$ cat src/rtl/i2c_regslave_pkg.sv
package i2c_regslave_pkg;

  typedef enum logic [2:0] {
    ST_IDLE,
    ST_RX,
    ST_ACK,
    ST_TX,
    ST_MACK
  } slv_state_t;

  typedef enum logic [1:0] {
    PH_ADDR,
    PH_PTR,
    PH_DATA
  } slv_phase_t;

  // 7-bit device address: fixed upper six bits, strap in bit 0
  function automatic logic [6:0] dev_addr(input logic [6:0] base, input logic strap);
    return {base[6:1], strap};
  endfunction

  // pointer loaded from a received byte
  function automatic int ptr_load(input int value, input int nreg);
    return value % nreg;
  endfunction

  // pointer advance with wrap
  function automatic int ptr_step(input int p, input int nreg);
    return (p + 1 >= nreg) ? 0 : p + 1;
  endfunction

  // SDA edge while SCL held high
  function automatic logic bus_cond(input logic scl_lvl, input logic scl_rise,
                                    input logic sda_edge);
    return scl_lvl & ~scl_rise & sda_edge;
  endfunction

endpackage

$ cat src/rtl/i2c_line_sync.sv
module i2c_line_sync #(
  parameter int STAGES = 2
) (
  input  logic clk,
  input  logic rst_n,
  input  logic line_i,
  output logic lvl_o,
  output logic rise_o,
  output logic fall_o
);
  // STAGES synchronizer flops plus one history flop for edge detection
  logic [STAGES:0] pipe_q;

  always_ff @(posedge clk or negedge rst_n) begin
    if (!rst_n) pipe_q <= '1;
    else        pipe_q <= {pipe_q[STAGES-1:0], line_i};
  end

  assign lvl_o  = pipe_q[STAGES-1];
  assign rise_o = pipe_q[STAGES-1] & ~pipe_q[STAGES];
  assign fall_o = ~pipe_q[STAGES-1] & pipe_q[STAGES];
endmodule

$ cat src/rtl/i2c_reg_bank.sv
module i2c_reg_bank #(
  parameter int NREG = 8,
  parameter int PW   = 3,
  parameter int BW   = 8
) (
  input  logic               clk,
  input  logic               rst_n,
  input  logic               we,
  input  logic [PW-1:0]      waddr,
  input  logic [BW-1:0]      wdata,
  input  logic [PW-1:0]      raddr,
  output logic [BW-1:0]      rdata,
  output logic [NREG*BW-1:0] flat_o
);
  logic [BW-1:0] mem_q [NREG];

  always_ff @(posedge clk or negedge rst_n) begin
    if (!rst_n) begin
      for (int i = 0; i < NREG; i++) mem_q[i] <= '0;
    end else if (we) begin
      mem_q[waddr] <= wdata;
    end
  end

  assign rdata = mem_q[raddr];

  for (genvar g = 0; g < NREG; g++) begin : g_flat
    assign flat_o[g*BW +: BW] = mem_q[g];
  end
endmodule

$ cat src/rtl/i2c_regslave.sv
module i2c_regslave
  import i2c_regslave_pkg::*;
#(
  parameter int         NREG        = 8,
  parameter logic [6:0] ADDR_BASE   = 7'h60,
  parameter int         SYNC_STAGES = 2
) (
  input  logic              clk,
  input  logic              rst_n,
  input  logic              scl_i,
  input  logic              sda_i,
  input  logic              addr_sel,
  output logic              sda_oe,
  output logic [NREG*8-1:0] regs_o
);
  localparam int PW = (NREG > 1) ? $clog2(NREG) : 1;
  localparam int BW = 8;

  // line conditioning: index 1 = SCL, index 0 = SDA
  logic [1:0] line_raw, line_lvl, line_rise, line_fall;
  assign line_raw = {scl_i, sda_i};

  for (genvar g = 0; g < 2; g++) begin : g_sync
    i2c_line_sync #(.STAGES(SYNC_STAGES)) u_sync (
      .clk    (clk),
      .rst_n  (rst_n),
      .line_i (line_raw[g]),
      .lvl_o  (line_lvl[g]),
      .rise_o (line_rise[g]),
      .fall_o (line_fall[g])
    );
  end

  // named bus events
  logic scl_lvl, scl_rise, scl_fall, sda_lvl;
  logic start_det, stop_det;
  assign scl_lvl   = line_lvl[1];
  assign scl_rise  = line_rise[1];
  assign scl_fall  = line_fall[1];
  assign sda_lvl   = line_lvl[0];
  assign start_det = bus_cond(scl_lvl, scl_rise, line_fall[0]);
  assign stop_det  = bus_cond(scl_lvl, scl_rise, line_rise[0]);

  // transaction state
  slv_state_t    st_q;
  slv_phase_t    ph_q;
  logic          rw_q;
  logic [3:0]    cnt_q;
  logic [BW-1:0] sh_q;
  logic          mack_q;
  logic [PW-1:0] ptr_q;
  logic [BW-1:0] rd_data;

  logic byte_end, addr_hit, wr_en, tx_done, st_idle;
  assign byte_end = (st_q == ST_RX) && scl_fall && (cnt_q == 4'd8);
  assign addr_hit = (sh_q[7:1] == dev_addr(ADDR_BASE, addr_sel));
  assign wr_en    = byte_end && (ph_q == PH_DATA);
  assign tx_done  = (st_q == ST_TX) && scl_fall && (cnt_q == 4'd8);
  assign st_idle  = (st_q == ST_IDLE);

  always_ff @(posedge clk or negedge rst_n) begin
    if (!rst_n) begin
      st_q   <= ST_IDLE;
      ph_q   <= PH_ADDR;
      rw_q   <= 1'b0;
      cnt_q  <= '0;
      sh_q   <= '0;
      mack_q <= 1'b0;
    end else if (start_det) begin
      st_q  <= ST_RX;
      ph_q  <= PH_ADDR;
      cnt_q <= '0;
    end else if (stop_det) begin
      st_q <= ST_IDLE;
    end else begin
      case (st_q)
        ST_RX: begin
          if (scl_rise && cnt_q != 4'd8) begin
            sh_q  <= {sh_q[BW-2:0], sda_lvl};
            cnt_q <= cnt_q + 4'd1;
          end else if (byte_end) begin
            if (ph_q == PH_ADDR) begin
              if (addr_hit) begin
                rw_q <= sh_q[0];
                st_q <= ST_ACK;
              end else begin
                st_q <= ST_IDLE;
              end
            end else begin
              st_q <= ST_ACK;
              if (ph_q == PH_PTR) ph_q <= PH_DATA;
            end
          end
        end
        ST_ACK: begin
          if (scl_fall) begin
            cnt_q <= '0;
            if (ph_q == PH_ADDR && rw_q) begin
              st_q <= ST_TX;
              sh_q <= rd_data;
              ph_q <= PH_DATA;
            end else begin
              st_q <= ST_RX;
              if (ph_q == PH_ADDR) ph_q <= PH_PTR;
            end
          end
        end
        ST_TX: begin
          if (scl_rise && cnt_q != 4'd8) cnt_q <= cnt_q + 4'd1;
          else if (tx_done)              st_q  <= ST_MACK;
          else if (scl_fall && cnt_q != 4'd0) sh_q <= {sh_q[BW-2:0], 1'b0};
        end
        ST_MACK: begin
          if (scl_rise) begin
            mack_q <= ~sda_lvl;
          end else if (scl_fall) begin
            if (mack_q) begin
              st_q  <= ST_TX;
              sh_q  <= rd_data;
              cnt_q <= '0;
            end else begin
              st_q <= ST_IDLE;
            end
          end
        end
        default: ;
      endcase
    end
  end

  // register pointer: survives START, loaded by the first write byte
  always_ff @(posedge clk or negedge rst_n) begin
    if (!rst_n)                          ptr_q <= '0;
    else if (byte_end && ph_q == PH_PTR) ptr_q <= PW'(ptr_load(int'(sh_q), NREG));
    else if (wr_en || tx_done)           ptr_q <= PW'(ptr_step(int'(ptr_q), NREG));
  end

  i2c_reg_bank #(.NREG(NREG), .PW(PW), .BW(BW)) u_bank (
    .clk    (clk),
    .rst_n  (rst_n),
    .we     (wr_en),
    .waddr  (ptr_q),
    .wdata  (sh_q),
    .raddr  (ptr_q),
    .rdata  (rd_data),
    .flat_o (regs_o)
  );

  // open-drain drive: ACK slot, or a zero bit while transmitting
  assign sda_oe = (st_q == ST_ACK) || ((st_q == ST_TX) && !sh_q[BW-1]);

endmodule

$ cat config.mk
export PLATFORM = sky130hd
export DESIGN_NAME = i2c_regslave
export DESIGN_NICKNAME = d
export VERILOG_FILES = /design/src/rtl/i2c_regslave_pkg.sv /design/src/rtl/i2c_line_sync.sv /design/src/rtl/i2c_reg_bank.sv /design/src/rtl/i2c_regslave.sv
export SDC_FILE = /design/constraint.sdc
export NUM_CORES = 1
export LEC_CHECK = 0
export ABC_AREA = 1
export BUFFER_PORTS_ARGS = -buffer_cell sky130_fd_sc_hd__buf_2
export CORE_ASPECT_RATIO = 0.8
export CORE_UTILIZATION = 23
export CTS_CLUSTER_SIZE = 25
export DETAILED_ROUTE_END_ITERATION = 8
export PLACE_DENSITY_LB_ADDON = 0.1
export SETUP_SLACK_MARGIN = 0.4
export SLEW_MARGIN = 5
export SYNTH_ARGS = -nofsm -noshare
export SYNTH_HDL_FRONTEND = slang
export SYNTH_SLANG_ARGS = --single-unit
$ cat constraint.sdc
create_clock -name clk -period 2.6 [get_ports clk]
set_input_delay 0 -clock clk [delete_from_list [all_inputs] [get_ports clk]]
set_output_delay 0 -clock clk [all_outputs]
set_load 0.01 [all_outputs]
==> flow_summary_export.csv <==
group,metric,value,unit
synth,synth_area_leaders,"dfrtp_1 44%, nand2_1 18%, inv_1 7.1%",
clock_network,tritoncts,"yes",
synth,postSynthAreaPerCell,7.59,sq um
worst_setup_path,max_stage_delay,0.54,ns
drt,drt-initial-drc-count,284,
worst_setup_path,cp_max_fo,9,
floorplan,die_y,133,microns
cells_and_area,syn2layout_area_growth,21.8,%
hold_path,whs_path_depth,6,
floorplan,fp.dieW,166,microns
clock_network,insertion_delay,0.35,ns
worst_setup_path,end_kind,"flop",
worst_setup_path,r2r-end,"sh_q[6]$_DFFE_PN0P_",
drt,vias,4361,
worst_setup_path,cp_slowest_cell,"dfrtp_1",
timing,maxSlewViolCount,0,
worst_setup_path,crit_family,"simple AND/OR/NAND/NOR gates",
global_routing,grt_max_degree,62,
clock_network,cts.sinks,92,
worst_setup_path,reg2reg_depth,9,
cells_and_area,multiInputGateArea,2110,sq um
synth,synth_fp_nets,659,
synth,synth_area,4940,sq um
drt,totalWireLength,15400,microns
global_routing,grt_pass1_vias,4218,
power,seqPwrFrac,41.1,%
synth,ys_seq_area_share,46.8,%
placement,gp_congestion,0.796,
power,netSwitchingFraction,35.9,%
floorplan,dieArea,22100,sq um
power,p_switching,1.49,mW
worst_setup_path,crit_chain,"nand2_1 -> nor2_1 -> o21ai_0 -> nand3_1 -> inv_1 -> nand2_2 -> inv_1 -> nand2_1 -> nand2_1",
placement,dp_hpwl,11200,microns
clock_network,path_clk_slew,0.07,ns
timing,rsz0062_at_grt,"no",
synth,synthCells,651,
worst_setup_path,crit_arrival,2.23,ns
worst_setup_path,crit_path_frequent_cell,"nand2_1",
clock_network,cts_buffers,9,
drt,drc,5,
cells_and_area,final_nets,738,
floorplan,core_area,20900,sq um
timing,fin_crit_sh,76.8,%
timing,fin_setup_tns,0,ns
clock_network,cts-root-buf,"clkbuf_16",
timing,hold_viol,0,
global_routing,grt_pass1_wl,24700,microns
drt,drt_first_pass_iters,7,
floorplan,pin_count,70,
power,p_int,2.66,mW
cells_and_area,ff_latch_area,2310,sq um
timing,post-route-min-period,2.00,ns
placement,pre_cts_slack,0.285,ns
global_routing,grt_antenna_before_repair,0,
timing,tightest_slew,0.829,ns
floorplan,start_util,23.7,%
clock_network,clock_tree.buffer_depth,2,
run_status,violations,"DRC",
cells_and_area,antennaDiodeCount,0,
cells_and_area,fillCellCount,2306,
worst_setup_path,critPathLaunchType,"flop",
drt,detail-route-antenna-nets,0,
drt,vias_per_cell,4.34,
timing,clock.fmax,0.501,GHz
synth,yosys.area.top_type,"dfrtp_1",
power,combPwrFrac,23.3,%
timing,setup_viol,0,
placement,io_buffers,69,
power,p_leak,3.18,nW
hold_path,hold_class,"in -> reg",
floorplan,num_rows,47,
worst_setup_path,rrSetupSlack,0.60,ns
hold_path,min_to,"rw_q$_DFFE_PN0P_",
timing,worst_slack,0.602,ns
worst_setup_path,required,2.84,ns
timing,timing.hold.ws,0.170,ns
worst_setup_path,crit_buf_inv,2,
synth,synth-seq-cells,92,
global_routing,grt_usage,14.7,%
synth,yosys_warnings,0,
synth,synth.distinct_cells,32,
power,power_frac_clock,35.6,%
drt,wl_per_cell,15.3,microns
clock_network,htreeDepth,3,
power,vdd.ir_drop.worst,0.249,mV
power,power_density,690,nW/um^2
job,cap_violations,0,
worst_setup_path,r2r_start,"st_q[1]$_DFFE_PN0P_",
worst_setup_path,worst-setup-path-type,"reg -> reg",
synth,synth_top_area_share,43.6,%
global_routing,overflow,0,
hold_path,min-delay-start,"addr_sel",
run_status,status,"finished, violations left",
timing,relSlewSlack,44.8,%
timing,fin_skew,0.00834,ns
cells_and_area,drive_above_1_share,20.3,%
==> cell families (layout without fill, tap and decap cells) <==
kind of cell               count (synthesis)  count (layout)  share of synthesized area, %
adders and majority gates                  3               3                         0.760
DFF                                       92              92                          46.8
AOI/OAI and AO/OA                         89              89                          10.4
xor gates and xnor gates                   3               3                         0.532
buffers and inverters                    121             205                          10.5
and+or+nand+nor                          343             343                          31.0
==> cell type report <==
type / count / share of cell area (%)
clock inverters: 6 / 1.43
well taps: 269 / 5.59
repair buffers: 93 / 9.52
inverters: 96 / 5.99
flip-flops and latches: 92 / 38.4
clock buffers: 10 / 3.97
multi-input cells: 438 / 35.1
==> flip-flops by register name, summed over array words and instances (netlist names), 2 cells and up <==
name	flops
g_sync.u_sync.pipe_q	6
sh_q	8
ph_q	2
u_bank.flat_o	64
st_q	3
cnt_q	4
ptr_q	3
==> routing by layer <==
metal  global-route usage [%]  share of wire (%)  vias up  wire length (microns)
li1                         -                  -     2187                      -
met1                     21.1                 51     2068                   7850
met4                     3.12               0.88        0                    135
met5                        0                  0        -                      0
met3                     2.96                3.8        9                    589
met2                     22.8                 44       97                   6830
==> worst max-delay path by stage <==
| stage | startpoint | endpoint | slack [ns] | depth (start not counted) |
|---|---|---|---|---|
| after floorplan | cnt_q[0]$_DFFE_PN0P_ | u_bank.flat_o[45]$_DFFE_PN0P_ | 0.76 | 8 |
| after global placement | cnt_q[0]$_DFFE_PN0P_ | u_bank.flat_o[23]$_DFFE_PN0P_ | 0.37 | 9 |
| after detailed placement | cnt_q[0]$_DFFE_PN0P_ | u_bank.flat_o[23]$_DFFE_PN0P_ | 0.29 | 9 |
| after CTS | cnt_q[0]$_DFFE_PN0P_ | u_bank.flat_o[18]$_DFFE_PN0P_ | 0.46 | 9 |
| after global routing | st_q[1]$_DFFE_PN0P_ | sh_q[1]$_DFFE_PN0P_ | 0.43 | 9 |
| final | st_q[1]$_DFFE_PN0P_ | sh_q[6]$_DFFE_PN0P_ | 0.60 | 9 |
==> synth_stat cells, drive strengths merged <==
cell type / number
nand3b: 1
dfstp: 6
a31oi: 1
ha: 3
or2: 1
o21ai: 82
xor2: 3
nor2: 29
nand2: 241
nand3: 57
a21oi: 3
buf: 17
nor3: 9
nand4: 5
inv: 96
o211ai: 3
clkbuf: 8
dfrtp: 86
==> power groups by stage <==
| stage | registers, mW | logic [mW] | clock network, mW |
|---|---|---|---|
| 6_report | 1.70 | 0.969 | 1.48 |
| 2_1_floorplan | 1.62 | 0.697 | 0 |
| 3_5_place_dp | 1.73 | 0.970 | 0 |
| 4_1_cts | 1.71 | 0.977 | 1.53 |
| 5_1_grt | 1.73 | 1.11 | 1.58 |
| 3_3_place_gp | 1.74 | 0.971 | 0 |
==> tightest hold or removal path: stages <==
cell	delay [ns]
buf_2	0.11
nand2_1	0.05
nand3_1	0.07
nor2_1	0.06
nand4_1	0.10
o21ai_0	0.08
==> through the flow <==
step	instances	area, sq um	utilization [%]	total power [mW]
after global placement	976	5550	26.6	2.71
after detailed placement	976	5550	26.6	2.70
after floorplan	651	4940	-	2.32
final	1004	6020	28.8	4.15
after global routing	1004	6020	28.8	4.41
after CTS	1003	6000	28.7	4.21
==> layout by cell type (no fill, tap or decap), types with 2 or more instances in the layout <==
cell,instances
ha_1,3
o211ai_1,3
buf_4,19
clkinv_2,2
buf_12,3
clkbuf_16,9
o21ai_2,16
dfrtp_1,86
a21oi_1,3
dlygate4sd3_1,3
inv_2,2
o21ai_0,65
xor2_1,3
nor3_4,7
nor2_1,26
nor3_1,2
nand2_2,5
inv_1,94
dfstp_2,6
bufinv_16,2
nand4_1,4
nand2_1,235
buf_2,68
nand3_1,56
==> timing repair <==
action,in CTS,in global routing
pin swaps,5,1
gates cloned,0,0
gates resized for setup,1,0
hold buffers,3,0
setup buffers,8,1
setup endpoints to repair,40,63
endpoints found under the hold margin,55,0
(Power assumes the default switching activity.)
